**src/rtl/blkstore_pkg.sv**
```systemverilog
package blkstore_pkg;

  typedef enum logic {
    FILL_AWAIT_BLK = 1'b0,
    FILL_STREAM    = 1'b1
  } fill_state_e;

  typedef struct packed {
    logic strm_rd;
    logic strm_wr;
    logic fill_rd;
    logic fill_wr;
  } beat_kind_t;

endpackage

```
**src/rtl/blkstore_decode.sv**
```systemverilog
module blkstore_decode #(
  parameter int ADDR_W = 32,
  parameter logic [ADDR_W-1:0] STRM_ADDR = '1,
  parameter logic [ADDR_W-1:0] FILL_ADDR = '0
) (
  input  logic              bus_valid,
  input  logic              bus_write,
  input  logic [ADDR_W-1:0] bus_addr,
  output blkstore_pkg::beat_kind_t kind
);
  logic hit_strm;
  logic hit_fill;

  always_comb begin
    hit_strm     = bus_valid && (bus_addr == STRM_ADDR);
    hit_fill     = bus_valid && (bus_addr == FILL_ADDR);
    kind.strm_rd = hit_strm && !bus_write;
    kind.strm_wr = hit_strm &&  bus_write;
    kind.fill_rd = hit_fill && !bus_write;
    kind.fill_wr = hit_fill &&  bus_write;
  end
endmodule

```
**src/rtl/blkstore_strm.sv**
```systemverilog
module blkstore_strm #(
  parameter int BLK_W = 16,
  parameter int OFF_W = 7
) (
  input  logic             clk,
  input  logic             rst_n,
  input  logic             load,
  input  logic [BLK_W-1:0] load_blk,
  input  logic             step,
  output logic [BLK_W-1:0] blk,
  output logic [OFF_W-1:0] off
);
  localparam logic [OFF_W-1:0] LAST_OFF = '1;

  logic at_end;
  assign at_end = (off == LAST_OFF);

  always_ff @(posedge clk or negedge rst_n) begin
    if (!rst_n) begin
      blk <= '0;
      off <= '0;
    end else if (load) begin
      blk <= load_blk;
      off <= '0;
    end else if (step) begin
      if (at_end) begin
        off <= '0;
        blk <= blk + 1'b1;
      end else begin
        off <= off + 1'b1;
      end
    end
  end
endmodule

```
**src/rtl/blkstore_fill.sv**
```systemverilog
module blkstore_fill #(
  parameter int BLK_W = 16,
  parameter int OFF_W = 7
) (
  input  logic             clk,
  input  logic             rst_n,
  input  logic             beat,
  input  logic [BLK_W-1:0] beat_blk,
  output logic [BLK_W-1:0] blk,
  output logic [OFF_W-1:0] off,
  output blkstore_pkg::fill_state_e state,
  output logic             store_we
);
  import blkstore_pkg::*;
  localparam logic [OFF_W-1:0] LAST_OFF = '1;

  assign store_we = beat && (state == FILL_STREAM);

  always_ff @(posedge clk or negedge rst_n) begin
    if (!rst_n) begin
      blk   <= '0;
      off   <= '0;
      state <= FILL_AWAIT_BLK;
    end else if (beat) begin
      if (state == FILL_AWAIT_BLK) begin
        blk   <= beat_blk;
        off   <= '0;
        state <= FILL_STREAM;
      end else if (off == LAST_OFF) begin
        off   <= '0;
        state <= FILL_AWAIT_BLK;
      end else begin
        off <= off + 1'b1;
      end
    end
  end
endmodule

```
**src/rtl/blkstore_ports.sv**
```systemverilog
module blkstore_ports #(
  parameter int ADDR_W = 32,
  parameter int DATA_W = 32,
  parameter int BLK_W  = 16,
  parameter int WORDS_PER_BLK = 128,
  parameter int OFF_W  = $clog2(WORDS_PER_BLK),
  parameter logic [ADDR_W-1:0] STRM_ADDR = 32'hFFFF_FFF8,
  parameter logic [ADDR_W-1:0] FILL_ADDR = 32'hFFFF_FFFC
) (
  input  logic              clk,
  input  logic              rst_n,
  input  logic              bus_valid,
  input  logic              bus_write,
  input  logic [ADDR_W-1:0] bus_addr,
  input  logic [DATA_W-1:0] bus_wdata,
  output logic [DATA_W-1:0] bus_rdata,
  output logic [BLK_W-1:0]  st_blk,
  output logic [OFF_W-1:0]  st_off,
  input  logic [DATA_W-1:0] st_rdata,
  output logic [DATA_W-1:0] st_wdata,
  output logic              st_we
);
  import blkstore_pkg::*;

  beat_kind_t       kind;
  logic [BLK_W-1:0] rd_blk;
  logic [OFF_W-1:0] rd_off;
  logic [BLK_W-1:0] wr_blk;
  logic [OFF_W-1:0] wr_off;
  fill_state_e      wr_state;
  logic [BLK_W-1:0] beat_blk;

  assign beat_blk = bus_wdata[BLK_W-1:0];

  blkstore_decode #(
    .ADDR_W(ADDR_W), .STRM_ADDR(STRM_ADDR), .FILL_ADDR(FILL_ADDR)
  ) u_dec (
    .bus_valid(bus_valid), .bus_write(bus_write), .bus_addr(bus_addr), .kind(kind)
  );

  blkstore_strm #(.BLK_W(BLK_W), .OFF_W(OFF_W)) u_strm (
    .clk(clk), .rst_n(rst_n),
    .load(kind.strm_wr), .load_blk(beat_blk), .step(kind.strm_rd),
    .blk(rd_blk), .off(rd_off)
  );

  blkstore_fill #(.BLK_W(BLK_W), .OFF_W(OFF_W)) u_fill (
    .clk(clk), .rst_n(rst_n),
    .beat(kind.fill_wr), .beat_blk(beat_blk),
    .blk(wr_blk), .off(wr_off), .state(wr_state), .store_we(st_we)
  );

  always_comb begin
    if (kind.strm_rd) begin
      st_blk = rd_blk;
      st_off = rd_off;
    end else begin
      st_blk = wr_blk;
      st_off = wr_off;
    end
    st_wdata  = bus_wdata;
    bus_rdata = kind.strm_rd ? st_rdata : '0;
  end
endmodule

```
**config.mk**
```make
export PLATFORM = sky130hd
export DESIGN_NAME = blkstore_ports
export DESIGN_NICKNAME = d
export VERILOG_FILES = /design/src/rtl/blkstore_pkg.sv /design/src/rtl/blkstore_decode.sv /design/src/rtl/blkstore_strm.sv /design/src/rtl/blkstore_fill.sv /design/src/rtl/blkstore_ports.sv
export SDC_FILE = /design/constraint.sdc
export NUM_CORES = 1
export LEC_CHECK = 0
export CORE_ASPECT_RATIO = 0.75
export CORE_MARGIN = 2
export CORE_UTILIZATION = 39
export DETAILED_ROUTE_END_ITERATION = 6
export PLACE_DENSITY = 0.79
export SLEW_MARGIN = 0
export SYNTH_ARGS = -nofsm -noshare
export SYNTH_HDL_FRONTEND = slang
export SYNTH_SLANG_ARGS = --single-unit
```
**constraint.sdc**
```tcl
create_clock -name clk -period 2.3 [get_ports clk]
set_input_delay 0.23 -clock clk [delete_from_list [all_inputs] [get_ports clk]]
set_output_delay 0.23 -clock clk [all_outputs]
set_load 0.02 [all_outputs]
```
==> results.md <==
- Mapped cell area: 0.00328 sq mm
- Clk slew on worst S/H paths: 0.11 ns
- Yosys cell types: 44
- Most used flip-flop cell after synthesis: dfrtp_1
- Max Cap Viol: 0
- DRC viols: 0
- Setup Skew: 0.0161 ns
- CTS buffer count: 5
- Die Y: 83.4 microns
- Antenna Nets Post-Route: 0
- Largest net degree at the start of global routing: 21
- Setup TNS: 0 ns
- Overall global routing resource usage: 22.7%
- Unrepaired setup endpoints after global routing: true
- Placed inst area: 0.00486 sq mm
- Min Tclk post-route: 2.24 ns
- Cell with the most instances after synthesis: dfrtp_1
- Core Region: 0.00802 sq mm
- Reg area: 0.00118 sq mm
- Design area: 0.00507 sq mm
- Worst setup EP type: primary output
- Number of global-route vias before repair: 3275
- Area of the die: 0.00916 sq mm
- Initial antenna violation count: 0
- P per Cell Area: 358 mW/mm^2
- Hpwl dp: 7.48 mm
- Worst skew pair latency: 0.32 ns
- Startpoint Class: primary input
- Worst Hold Class: in -> async
- CTS Buffer Depth: 2
- Routed length per instance: 16.9 microns
- Flops & latches, synth: 47
- Yosys warnings: 0
- CTS sink cnt: 47
- Top post-synthesis cells by count: 47 x dfrtp_1, 39 x mux2_2, 35 x and2_1
- Syn Nets: 444
- Yosys top cell by area: dfrtp_1
- IO Count: 188
- Average size of a mapped cell: 9.61 sq um
- Initial core utilization: 40.8%
- IO Port Bufs: 155
- Number of synthesized flops with an enable pin: 0
- Cells after Synth: 341
- H-tree Lvls: 2
- Num rows: 28
- Worst vdd ir: 250 uV
- Grt ovf: 0
- Required time of the critical path: 2.07 ns
- Layout fillers: 664
- Relative slew slack: 73.9%
- F_max: 445 MHz
- Vias/cell: 5.34
- CP arrival: 2.01 ns
- CP Max Fanout: 8
- Final-report hold violation count: 0
- Tcrit/Tclk final: 97.6%
- Reg2Reg Depth: 7
- Vias: 3213
- Global-route wire length before repair: 16.4 mm
- CTS tree: done
- Final Util: 63.2%
- Die width: 110 microns
- Setup CP Type: in -> out
- DR pass1 iterations: 4
- Synth top area share: 35.9%
- Final Max Tran Viols: 0
- Post-Route WL: 10.2 mm
- Seq/Total Area, Yosys: 35.9%
- Area grow syn2layout: 54.8%
- Status: finished clean
- DRT iter0 DRCs: 109
- FFs w/ async S/R, synth: 100%
- # nets final: 598
- Area of the multi-input gates: 0.00183 sq mm
- Fraction of layout cells with a size suffix above 1: 39.7%
- Root buffer cell: clkbuf_8
- Top cells by area, synth: dfrtp_1 36%, mux2_2 13%, buf_4 7.3%, and2_1 6.7%, mux2i_1 4.0%
- Routability cong.: 0.835
- Static Leak: 2.45 nW
- Worst Tran Pin Value: 0.386 ns
- Final Setup Violations: 0
[through the flow]
step / total power, mW / worst slack (ns) / hold WS (ns) / cells
floorplan: 0.965 / 0.0899 / -0.0656 / 341
global placement: 1.11 / -0.812 / 0.173 / 582
detailed placement: 1.11 / -0.879 / 0.176 / 582
CTS: 1.83 / -0.0631 / 0.382 / 603
global route: 1.88 / -0.00708 / 0.423 / 601
finish: 1.81 / 0.0553 / 0.379 / 602
[layer usage]
layer	vias up	GRT usage, %	wire (microns)
li1	1506	-	-
met1	1562	30.4	4370
met2	134	37.4	4920
met3	11	4.71	780
met4	0	5.18	125
met5	-	0	0
[worst paths after layout]
kind	startpoint	to	slack (ns)
max	bus_addr[1]	st_blk[11]	0.06
min	rst_n	u_strm.off[0]$_DFFE_PN0P_	0.38
max reg2reg	u_strm.off[1]$_DFFE_PN0P_	u_strm.blk[14]$_DFFE_PN0P_	0.13
min reg2reg	u_fill.blk[14]$_DFFE_PN0P_	u_fill.blk[14]$_DFFE_PN0P_	0.51
max in group asynchronous	rst_n	u_fill.blk[4]$_DFFE_PN0P_	1.28
min in group clk	bus_wdata[16]	st_wdata[16]	0.46
[layout make-up]
type / count / area share, %
multi-input cells: 234 / 36.2
repair buffers: 197 / 34.6
flip-flops and latches: 47 / 23.2
well taps: 105 / 2.59
clock buffers: 5 / 1.36
clock inverters: 3 / 1.33
inverters: 10 / 0.740
diodes: 1 / 0.0493
[sequential cells by signal (all words and copies together), names as in the netlist]
| register | count |
|---|---|
| u_strm.blk | 16 |
| u_strm.off | 7 |
| u_fill.state | 1 |
| u_fill.off | 7 |
| u_fill.blk | 16 |
[cells in the final DEF, fill, tap and decap left out, drive strengths merged, types with 2 or more instances in the layout]
| cell | count |
|---|---|
| nor4 | 7 |
| a31oi | 4 |
| ha | 3 |
| nand3 | 15 |
| bufinv | 2 |
| o21ai | 16 |
| clkbuf | 17 |
| inv | 10 |
| nor2 | 17 |
| dlygate4sd2 | 4 |
| clkdlybuf4s50 | 66 |
| a2bb2oi | 8 |
| a22o | 3 |
| o31ai | 3 |
| nand2 | 18 |
| or3 | 2 |
| buf | 110 |
| mux2i | 13 |
| or4 | 5 |
| a22oi | 3 |
| dfrtp | 47 |
| and2 | 35 |
| nor3 | 5 |
| nand4 | 12 |
| mux2 | 39 |
| and3 | 5 |
| clkdlybuf4s15 | 4 |
| a21oi | 10 |
[cells by family after synthesis]
group	synth area share, %
and+or+nand+nor	22.3
buffers and inverters	12.0
AOI/OAI and AO/OA	11.1
muxes	17.4
DFF	35.9
adders and majority gates	1.15
xor gates and xnor gates	0.267
[what timing repair did]
item                                   CTS  global route
endpoints found under the hold margin   15             0
buffers inserted                         8             1
hold buffers                             1             0
resized for setup                      374            44
pin swaps                               11             6
gates cloned                             4             0
setup endpoints to repair               71            57
[worst max-delay path, cell delays in order]
cell	delay, ns
buf_6	0.09
nand4bb_1	0.18
or4_4	0.53
nor4_4	0.18
buf_6	0.20
buf_12	0.16
mux2_4	0.32
buf_6	0.13
[power by group]
| part | total (mW) | leakage (nW) | internal [mW] | switching (mW) |
|---|---|---|---|---|
| combinational | 0.237 | 1.76 | 0.145 | 0.0919 |
| sequential | 0.840 | 0.631 | 0.833 | 0.00717 |
| clock | 0.737 | 0.0644 | 0.434 | 0.303 |
No activity file was read; power rests on OpenSTA's default activity.
